===== src/rtl/dual_bus_steer.sv =====
module dual_bus_steer #(
  parameter int ADDR_MSB   = 23,
  parameter int IO_BITS    = 16,
  parameter int WB_EN      = 1,
  parameter int SUBWORD_HW = 1
) (
  input  logic                clk,
  input  logic                rst_n,
  input  logic                req_valid,
  output logic                req_ready,
  input  logic [ADDR_MSB+1:0] req_addr,
  input  logic [31:0]         req_wdata,
  input  logic                req_we,
  input  logic [1:0]          req_size,
  output logic                rsp_done,
  output logic [31:0]         rsp_rdata,
  output logic                rsp_io,
  output logic                sys_cyc,
  output logic                sys_we,
  output logic [ADDR_MSB:0]   sys_addr,
  output logic [31:0]         sys_wdata,
  output logic [3:0]          sys_be,
  input  logic [31:0]         sys_rdata,
  input  logic                sys_ack,
  output logic                wb_cyc,
  output logic                wb_stb,
  output logic                wb_we,
  output logic [ADDR_MSB:0]   wb_adr,
  output logic [31:0]         wb_dat_o,
  output logic [3:0]          wb_sel,
  input  logic [31:0]         wb_dat_i,
  input  logic                wb_ack
);
  localparam int SEL_BIT = ADDR_MSB + 1;

  typedef enum logic [2:0] {S_IDLE, S_ACC, S_RMW_RD, S_RMW_MRG, S_RMW_GAP, S_RMW_WR, S_RESP} st_t;

  function automatic logic [3:0] lane_en(input logic [1:0] o, input logic [1:0] sz);
    case (sz)
      2'd0:    return 4'b1000 >> o;
      2'd1:    return o[1] ? 4'b0011 : 4'b1100;
      default: return 4'b1111;
    endcase
  endfunction

  function automatic logic [31:0] lane_put(input logic [31:0] w, input logic [1:0] o, input logic [1:0] sz);
    logic [31:0] t;
    t = {24'h0, w[7:0]};
    case (sz)
      2'd0:    return t << {~o, 3'b000};
      2'd1:    return o[1] ? {16'h0, w[15:0]} : {w[15:0], 16'h0};
      default: return w;
    endcase
  endfunction

  function automatic logic [31:0] lane_get(input logic [31:0] d, input logic [1:0] o, input logic [1:0] sz);
    logic [31:0] t;
    t = d >> {~o, 3'b000};
    case (sz)
      2'd0:    return {24'h0, t[7:0]};
      2'd1:    return o[1] ? {16'h0, d[15:0]} : {16'h0, d[31:16]};
      default: return d;
    endcase
  endfunction

  function automatic logic [31:0] be_mask(input logic [3:0] be);
    return {{8{be[3]}}, {8{be[2]}}, {8{be[1]}}, {8{be[0]}}};
  endfunction

  st_t                state;
  logic [ADDR_MSB:2]  r_adr;
  logic [1:0]         r_off, r_size;
  logic               r_we, r_wb;
  logic [3:0]         r_be;
  logic [31:0]        r_wdata, wbuf;

  wire take    = req_valid && req_ready;
  wire sub_st  = req_we && !req_size[1];
  wire use_rmw = (SUBWORD_HW == 0) && sub_st;
  wire hit_io  = &req_addr[ADDR_MSB:IO_BITS];
  wire to_wb   = (WB_EN != 0) && req_addr[SEL_BIT];

  wire        bus_ack = r_wb ? wb_ack : sys_ack;
  wire [31:0] bus_din = r_wb ? wb_dat_i : sys_rdata;
  wire        active  = (state == S_ACC) || (state == S_RMW_RD) || (state == S_RMW_WR);
  wire        bus_wr  = ((state == S_ACC) && r_we) || (state == S_RMW_WR);
  wire [3:0]  bus_be  = (SUBWORD_HW != 0) ? r_be : 4'hF;
  wire [31:0] bus_do  = (state == S_RMW_WR) ? wbuf : r_wdata;

  assign req_ready = (state == S_IDLE);
  assign rsp_done  = (state == S_RESP);

  assign sys_cyc   = active && !r_wb;
  assign sys_we    = bus_wr;
  assign sys_addr  = {r_adr, 2'b00};
  assign sys_wdata = bus_do;
  assign sys_be    = bus_be;
  assign wb_cyc    = active && r_wb;
  assign wb_stb    = active && r_wb;
  assign wb_we     = bus_wr;
  assign wb_adr    = {r_adr, 2'b00};
  assign wb_dat_o  = bus_do;
  assign wb_sel    = bus_be;

  always_ff @(posedge clk) begin
    if (!rst_n) begin
      state     <= S_IDLE;
      r_adr     <= '0;
      r_off     <= '0;
      r_size    <= '0;
      r_we      <= 1'b0;
      r_wb      <= 1'b0;
      r_be      <= '0;
      r_wdata   <= '0;
      wbuf      <= '0;
      rsp_rdata <= '0;
      rsp_io    <= 1'b0;
    end else begin
      case (state)
        S_IDLE: if (take) begin
          r_adr   <= req_addr[ADDR_MSB:2];
          r_off   <= req_addr[1:0];
          r_size  <= req_size;
          r_we    <= req_we;
          r_wb    <= to_wb;
          r_be    <= lane_en(req_addr[1:0], req_size);
          r_wdata <= lane_put(req_wdata, req_addr[1:0], req_size);
          rsp_io  <= hit_io;
          state   <= use_rmw ? S_RMW_RD : S_ACC;
        end
        S_ACC: if (bus_ack) begin
          if (!r_we) rsp_rdata <= lane_get(bus_din, r_off, r_size);
          state <= S_RESP;
        end
        S_RMW_RD: if (bus_ack) begin
          wbuf  <= bus_din;
          state <= S_RMW_MRG;
        end
        S_RMW_MRG: begin
          wbuf  <= (wbuf & ~be_mask(r_be)) | r_wdata;
          state <= S_RMW_GAP;
        end
        S_RMW_GAP: state <= S_RMW_WR;
        S_RMW_WR:  if (bus_ack) state <= S_RESP;
        default:   state <= S_IDLE;
      endcase
    end
  end


  accept_busy_chk: assert property (@(posedge clk) disable iff (!rst_n)
    req_valid && req_ready |=> !req_ready);


  sys_hold_chk: assert property (@(posedge clk) disable iff (!rst_n)
    sys_cyc && !sys_ack |=> sys_cyc && $stable(sys_addr) && $stable(sys_we));


  wb_hold_chk: assert property (@(posedge clk) disable iff (!rst_n)
    wb_cyc && !wb_ack |=> wb_cyc && $stable(wb_adr) && $stable(wb_we));


  done_after_ack_chk: assert property (@(posedge clk) disable iff (!rst_n)
    rsp_done |-> $past((sys_cyc && sys_ack) || (wb_cyc && wb_ack)));


  done_pulse_chk: assert property (@(posedge clk) disable iff (!rst_n)
    rsp_done |=> !rsp_done && req_ready);


  single_bus_chk: assert property (@(posedge clk) disable iff (!rst_n)
    req_valid && req_ready |=> !(sys_cyc && wb_cyc));
endmodule


===== config.mk =====
export PLATFORM = sky130hd
export DESIGN_NAME = dual_bus_steer
export DESIGN_NICKNAME = d
export VERILOG_FILES = /design/src/rtl/dual_bus_steer.sv
export SDC_FILE = /design/constraint.sdc
export NUM_CORES = 1
export LEC_CHECK = 0
export BUFFER_PORTS_ARGS = -buffer_cell sky130_fd_sc_hd__buf_4
export CORE_ASPECT_RATIO = 0.7
export CORE_MARGIN = 2
export CORE_UTILIZATION = 25
export DETAILED_ROUTE_END_ITERATION = 16
export GPL_ROUTABILITY_DRIVEN = 1
export PLACE_DENSITY_LB_ADDON = 0.3
export SETUP_SLACK_MARGIN = 0.3
export SYNTH_ARGS = -nofsm -noshare
export SYNTH_HDL_FRONTEND = slang
export SYNTH_SLANG_ARGS = --single-unit

===== constraint.sdc =====
create_clock -name clk -period 4.3 [get_ports clk]
set_clock_uncertainty 0.2 [all_clocks]
set_input_delay 0.215 -clock clk [delete_from_list [all_inputs] [get_ports clk]]
set_output_delay 0.215 -clock clk [all_outputs]
set_load 0.03 [all_outputs]

# ---- After elaboration in Yosys (flattened, before gate mapping)
# Cells that the tools add are included.
dict set report op_classes {
  mux 15
  n_reduce_logical 18
  n_eq_ne 11
  n_shift 3
  bitwise 6
}
# op n
set op_table {}
lappend op_table {{$pmux 32 s2} 3}
lappend op_table {{$mux 32} 4}
lappend op_table {{$and 32x32->32} 1}
lappend op_table {{$not 32->32} 1}
lappend op_table {{$or 32x32->32} 1}
lappend op_table {{$shl 8x5->32} 1}
lappend op_table {{$shr 32x5->8} 1}
lappend op_table {{$mux 16} 1}
lappend op_table {{$pmux 3 s5} 1}
lappend op_table {{$eq 3x3->1 const B} 3}
lappend op_table {{$mux 3} 3}
lappend op_table {{$pmux 4 s2} 1}
lappend op_table {{$reduce_and 8->1} 1}
lappend op_table {{$eq 3x2->1 const B} 2}
lappend op_table {{$reduce_and 3->1} 2}
lappend op_table {{$eq 2x1->1 const B} 2}
lappend op_table {{$logic_and 1x1->1} 4}
lappend op_table {{$logic_not 2->1} 2}
lappend op_table {{$mux 4} 1}
lappend op_table {{$ne 2x1->1 const B} 2}
lappend op_table {{$not 2->2} 2}
lappend op_table {{$reduce_and 2->1} 2}
lappend op_table {{$shr 4x2->4 const A} 1}
lappend op_table {{$eq 3x1->1 const B} 1}
lappend op_table {{other kinds (8)} 10}
dict set report word_totals {
  word_cells 64
  regBits 132
  out_inout_bits 160
}

# ---- Logic depth before layout (Yosys ltp)
dict set report logic_depth {
  depth_word 4
  ltp_mapped 7
  ltp_nobuf 4
}

# ---- Worst setup path before layout
# Ideal clock, no wire load.
dict set report synth_path {
  path_type {register to register}
  from {register state[1]}
  to {register r_be[1] (netlist: sys_be[1])}
  setup_time_ns 0.116
  path_buffers 3
  period_less_slack_ns 2.251
  path_slack_ns 2.049
  path_stages_with_launch 8
  t_arrival_ns 1.934
  cell_sequence {dfxtp_1 buf_6 nor3_1 and2_1 buf_2 clkbuf_1 nand2_1 o211a_1}
}
dict set report synth_between {
  elab_chain_cells 3
}
# item line
set synth_lines {}
lappend synth_lines {{start: declaration} 70} ;# st_t state;
lappend synth_lines {{start signal: assignment} 129} ;# state <= use_rmw ? S_RMW_RD : S_ACC;
lappend synth_lines {{$logic_not 3->1 *} 90} ;# assign req_ready = (state == S_IDLE);
lappend synth_lines {{named net req_ready} 10} ;# output logic req_ready,
lappend synth_lines {{$logic_and 1x1->1} 77} ;# wire take = req_valid && req_ready;
lappend synth_lines {{$reduce_and 2->1 (no line) *} --}
lappend synth_lines {{end signal: assignment} 126} ;# r_be <= lane_en(req_addr[1:0], req_size);
lappend synth_lines {{end: declaration} 74} ;# logic [3:0] r_be;
# Mark *: on every way through the listed nets, which the timed path passes. The rest lies on a longest branch.
# A chain may end at the register's enable or synchronous reset.

# ---- Worst setup path in the final report
dict set report layout_path {
  from {input req_addr[1]}
  to {register r_wdata[24]}
}
dict set report layout_between {
  elab_chain_cells 3
}
# item line
set layout_lines {}
lappend layout_lines {{start: declaration} 11} ;# input logic [ADDR_MSB+1:0] req_addr,
lappend layout_lines {{$not 2->2} 50} ;# 2'd0: return t << {~o, 3'b000};
lappend layout_lines {{$shl 8x5->32} 50}
lappend layout_lines {{$pmux 32 s2 *} 49} ;# case (sz)
lappend layout_lines {{end signal: assignment} 127} ;# r_wdata <= lane_put(req_wdata, req_addr[1:0], req_size);
lappend layout_lines {{end: declaration} 75} ;# logic [31:0] r_wdata, wbuf;
# Every way passes the cells marked *; elsewhere a longest branch is shown, timed or not.

==> flow_results.org <==
** Layout
- From synthesis to final layout, the design area changed by 43.4%.
- Count of nets after finishing :: between 1k and 1.5k
- Layout Cells excl Fill :: ~1.4k
- Commonest cells after routing, fill and taps aside :: 291 x sky130_fd_sc_hd__buf_4, 131 x sky130_fd_sc_hd__dfxtp_1, 118 x sky130_fd_sc_hd__nand2_1
- Post-route cell area :: approximately 0.01 mm2
- Post-layout utilization of the core :: 36.6%
- Commonest non-fill, non-tap cell in the layout :: sky130_fd_sc_hd__buf_4
- Share of final-layout standard cells stronger than drive strength 1 :: between 30% and 40%

** Worst setup path
- STA classifies the critical path endpoint as a register.
- Data arrival time at the worst-slack endpoint :: approximately 3 ns
- For the worst setup path, the data required time is between 4 and 5 ns.
- Of all nets on the critical path, the largest fanout is 15.
- By startpoint and endpoint, the worst setup path is classified as in -> reg.
- For the worst flop-to-flop path, the logic depth is 4.
- Sort of element at the start of the critical path :: input port

** Synthesis
- For this run, the register share of the synthesized area comes to a little under two fifths.
- In this run, synthesis produced a sequential element count of about 130.
- In this run the mean area of a mapped cell was around 8.9 um2.
- Of all cell types, the one taking the most synthesized area is sky130_fd_sc_hd__dfxtp_1.
- Yosys printed 0 warnings.
- Commonest register cell after synthesis :: sky130_fd_sc_hd__dfxtp_1
- Yosys mapped a number of flops with a built-in enable equal to 0.
- After technology mapping, the gate count stands at about 810.
- Post-synth ARST share :: 0%
- Total standard cell area after synthesis :: 0.00713 mm2
- Proportion of netlist area held by the largest area contributor :: a little under two fifths
- Yosys attributes the largest share of cell area to sky130_fd_sc_hd__dfxtp_1 37%, sky130_fd_sc_hd__buf_4 7.2%, sky130_fd_sc_hd__nand2_1 6.2%.
- In this run, distinct cell masters in the synthesized netlist total between 40 and 50.

** Clock tree
- Clk buf depth :: 2
- In this run, post-CTS hold repair placed 64 buffers.
- CTS HTree Levels :: 4
- For the worst-skew pair, the clock arrives at the later sink with an insertion delay of roughly 0.42 ns.
- TritonCTS clock tree :: yes
- In this run, CTS created clock tree buffers numbering 17.
- The number of gates resized after CTS was 0.
- CTS sink count :: around 130
- After clock tree synthesis, the clock-pin slew on the worst setup and hold paths is approximately 0.07 ns.
- Number of buffers inserted to repair setup after CTS :: 0
- Clock tree root driver cell :: sky130_fd_sc_hd__clkbuf_16

** Timing
- Worst setup margin :: between 1 and 1.5 ns
- Time the final worst path needs with I/O delays and setup :: 2.81 ns
- Worst rel slew slack :: 18.7%
- Number of max-slew violations in the final report :: 0
- Total negative setup slack :: 0 ns
- Achievable clock frequency :: approximately 360 MHz
- The hold violation count in the final report came to 0.
- Unrepaired setup endpoints after global routing :: no
- In the finished design, the share of the clock period the worst path needs comes to 65.3%.
- Hold is met by 0.0423 ns.
- For the pin with the worst max-slew slack, the measured transition is roughly 1.2 ns.
- Setup violations remaining at the end of the flow were counted as 0.

** Routing
- DRC marker count from the first detailed-route iteration :: around 540
- M1 wire length :: 12.9 mm
- Vias post-DR :: between 6k and 7k
- DR WL met3 :: 2.09 mm
- Top routing layer in use :: met4
- Routed via count divided by cell count :: roughly 4.8
- DR DRC count :: 0
- Number of iterations in the first detailed-routing pass :: 9
- The final layout contains routed wiring with a total length of 27.4 mm.
- After detailed routing, the met2 layer carries 12.2 mm of wire.
- Number of nets with antenna violations after detailed routing :: 0
- Dividing the detail-routed wire length by the instance count gives 19.1 um.

** Floorplanning
- Floorplan row count :: 51
- The floorplan step set the die height to ~150 um.
- The core region is about 0.028 mm2.
- Floorplan die width :: around 210 um
- Pin placement for this block handled just under 300 I/O pins.
- The die covers between 0.02 and 0.03 mm2.
- The initial utilization of the core area, before any placement, comes to 25.5%.

** GRT
- Global routing used around 18% of the available tracks across all layers.
- Remaining Overflow, GRT :: 0
- The number of antenna violations at the first check in global routing came to 1.
- Global-route wire length before repair :: 39.9 mm
- Number of global-route vias before repair :: about 6.4k
- Largest net degree at the start of global routing :: 61

** Power
- For this design the static power due to leakage is roughly 4.3 nW.
- In this run the power density over the cells is 406 mW/mm2.
- Total power for the finished layout comes to slightly above 4 mW.
- Peak supply drop :: between 0.2 and 0.25 mV

** Place
- Including well taps, the total number of placed cells is ~1.3k.
- Post-place instance area :: between 0.008 and 0.009 mm2
- DPL Wire Length :: a little over 20 mm
- The congestion estimate from routability-driven global placement came to 0.811.
- Worst Setup Slack post-DPL :: around 1.7 ns
- During placement, the flow inserted port buffers numbering roughly 280.

** Job
- Max-cap violations in this run came to 0.

** Min path
- Along the worst hold path, the cell count comes to 3.
- Hold/Removal Path Class :: in -> reg

** Outcome
- Result of the run :: complete, no violations
[flip-flops by register name, summed over array words and instances (netlist names)]
register and flops:
r_adr 22, r_off 2, r_size 2, r_wb 1, r_wdata 32, r_we 1
rsp_io 1, rsp_rdata 32, state 3, sys_be 4, wbuf 32
[cell families after synthesis]
logic type	synth area share (%)
other	0.0526
and+or+nand+nor	14.9
AOI/OAI and AO/OA	23.5
muxes	12.4
DFF	37.1
buffers and inverters	12.0
[synth_stat cells (all sizes together) (5+ instances only)]
master and n:
a21oi 13, o21a 5, mux4 8, inv 10, o41ai 9, a211oi 9, nor2 34, nor2b 28
buf 105, o2bb2ai 32, a221oi 17, dfxtp 132, nand3b 17, a22o 6, nand2 118, nor3 5
o22a 8, a31oi 8, mux2 33, a222oi 8, clkbuf 27, mux2i 33, nor3b 11, a21boi 44
a22oi 8, o21ai 62
[per-layer routing]
metal,vias to the layer above,track usage [%]
li1,3312,-
met1,3329,25.5
met2,273,27.1
met3,14,3.75
met4,0,4.25
met5,-,0
[path summary, 6_finish.rpt]
check	slack, ns	startpoint	end
min	0.04	wb_ack	state[0]
max reg2reg	1.64	state[0]	rsp_rdata[13]
max	1.49	req_addr[1]	r_wdata[24]
min reg2reg	0.26	wbuf[25]	wbuf[25]
[report_power, final]
part	total, mW	leakage [nW]	internal, mW	switching, mW
Clock	1.52	0.284	0.918	0.601
Combinational	1.22	2.94	0.483	0.733
Sequential	1.41	1.08	1.32	0.0938
Total	4.15	4.30	2.72	1.43
[critical path, cell delays in order]
cell and delay [ns]:
sky130_fd_sc_hd__dlygate4sd3_1 0.53, sky130_fd_sc_hd__buf_4 0.20, sky130_fd_sc_hd__nor4_1 1.02, sky130_fd_sc_hd__a222oi_1 0.21
sky130_fd_sc_hd__dlygate4sd3_1 0.64, sky130_fd_sc_hd__a21oi_1 0.13
[final cells by class]
class	count	area (um2)
fillers	2867	17700
clock buffers	18	429
inverters	10	37.5
clock inverters	14	174
well taps	371	464
repair buffers	355	2830
flip-flops and latches	132	2640
diodes	1	2.50
multi-input cells	534	3640
Power figures use the tool's default switching activity.
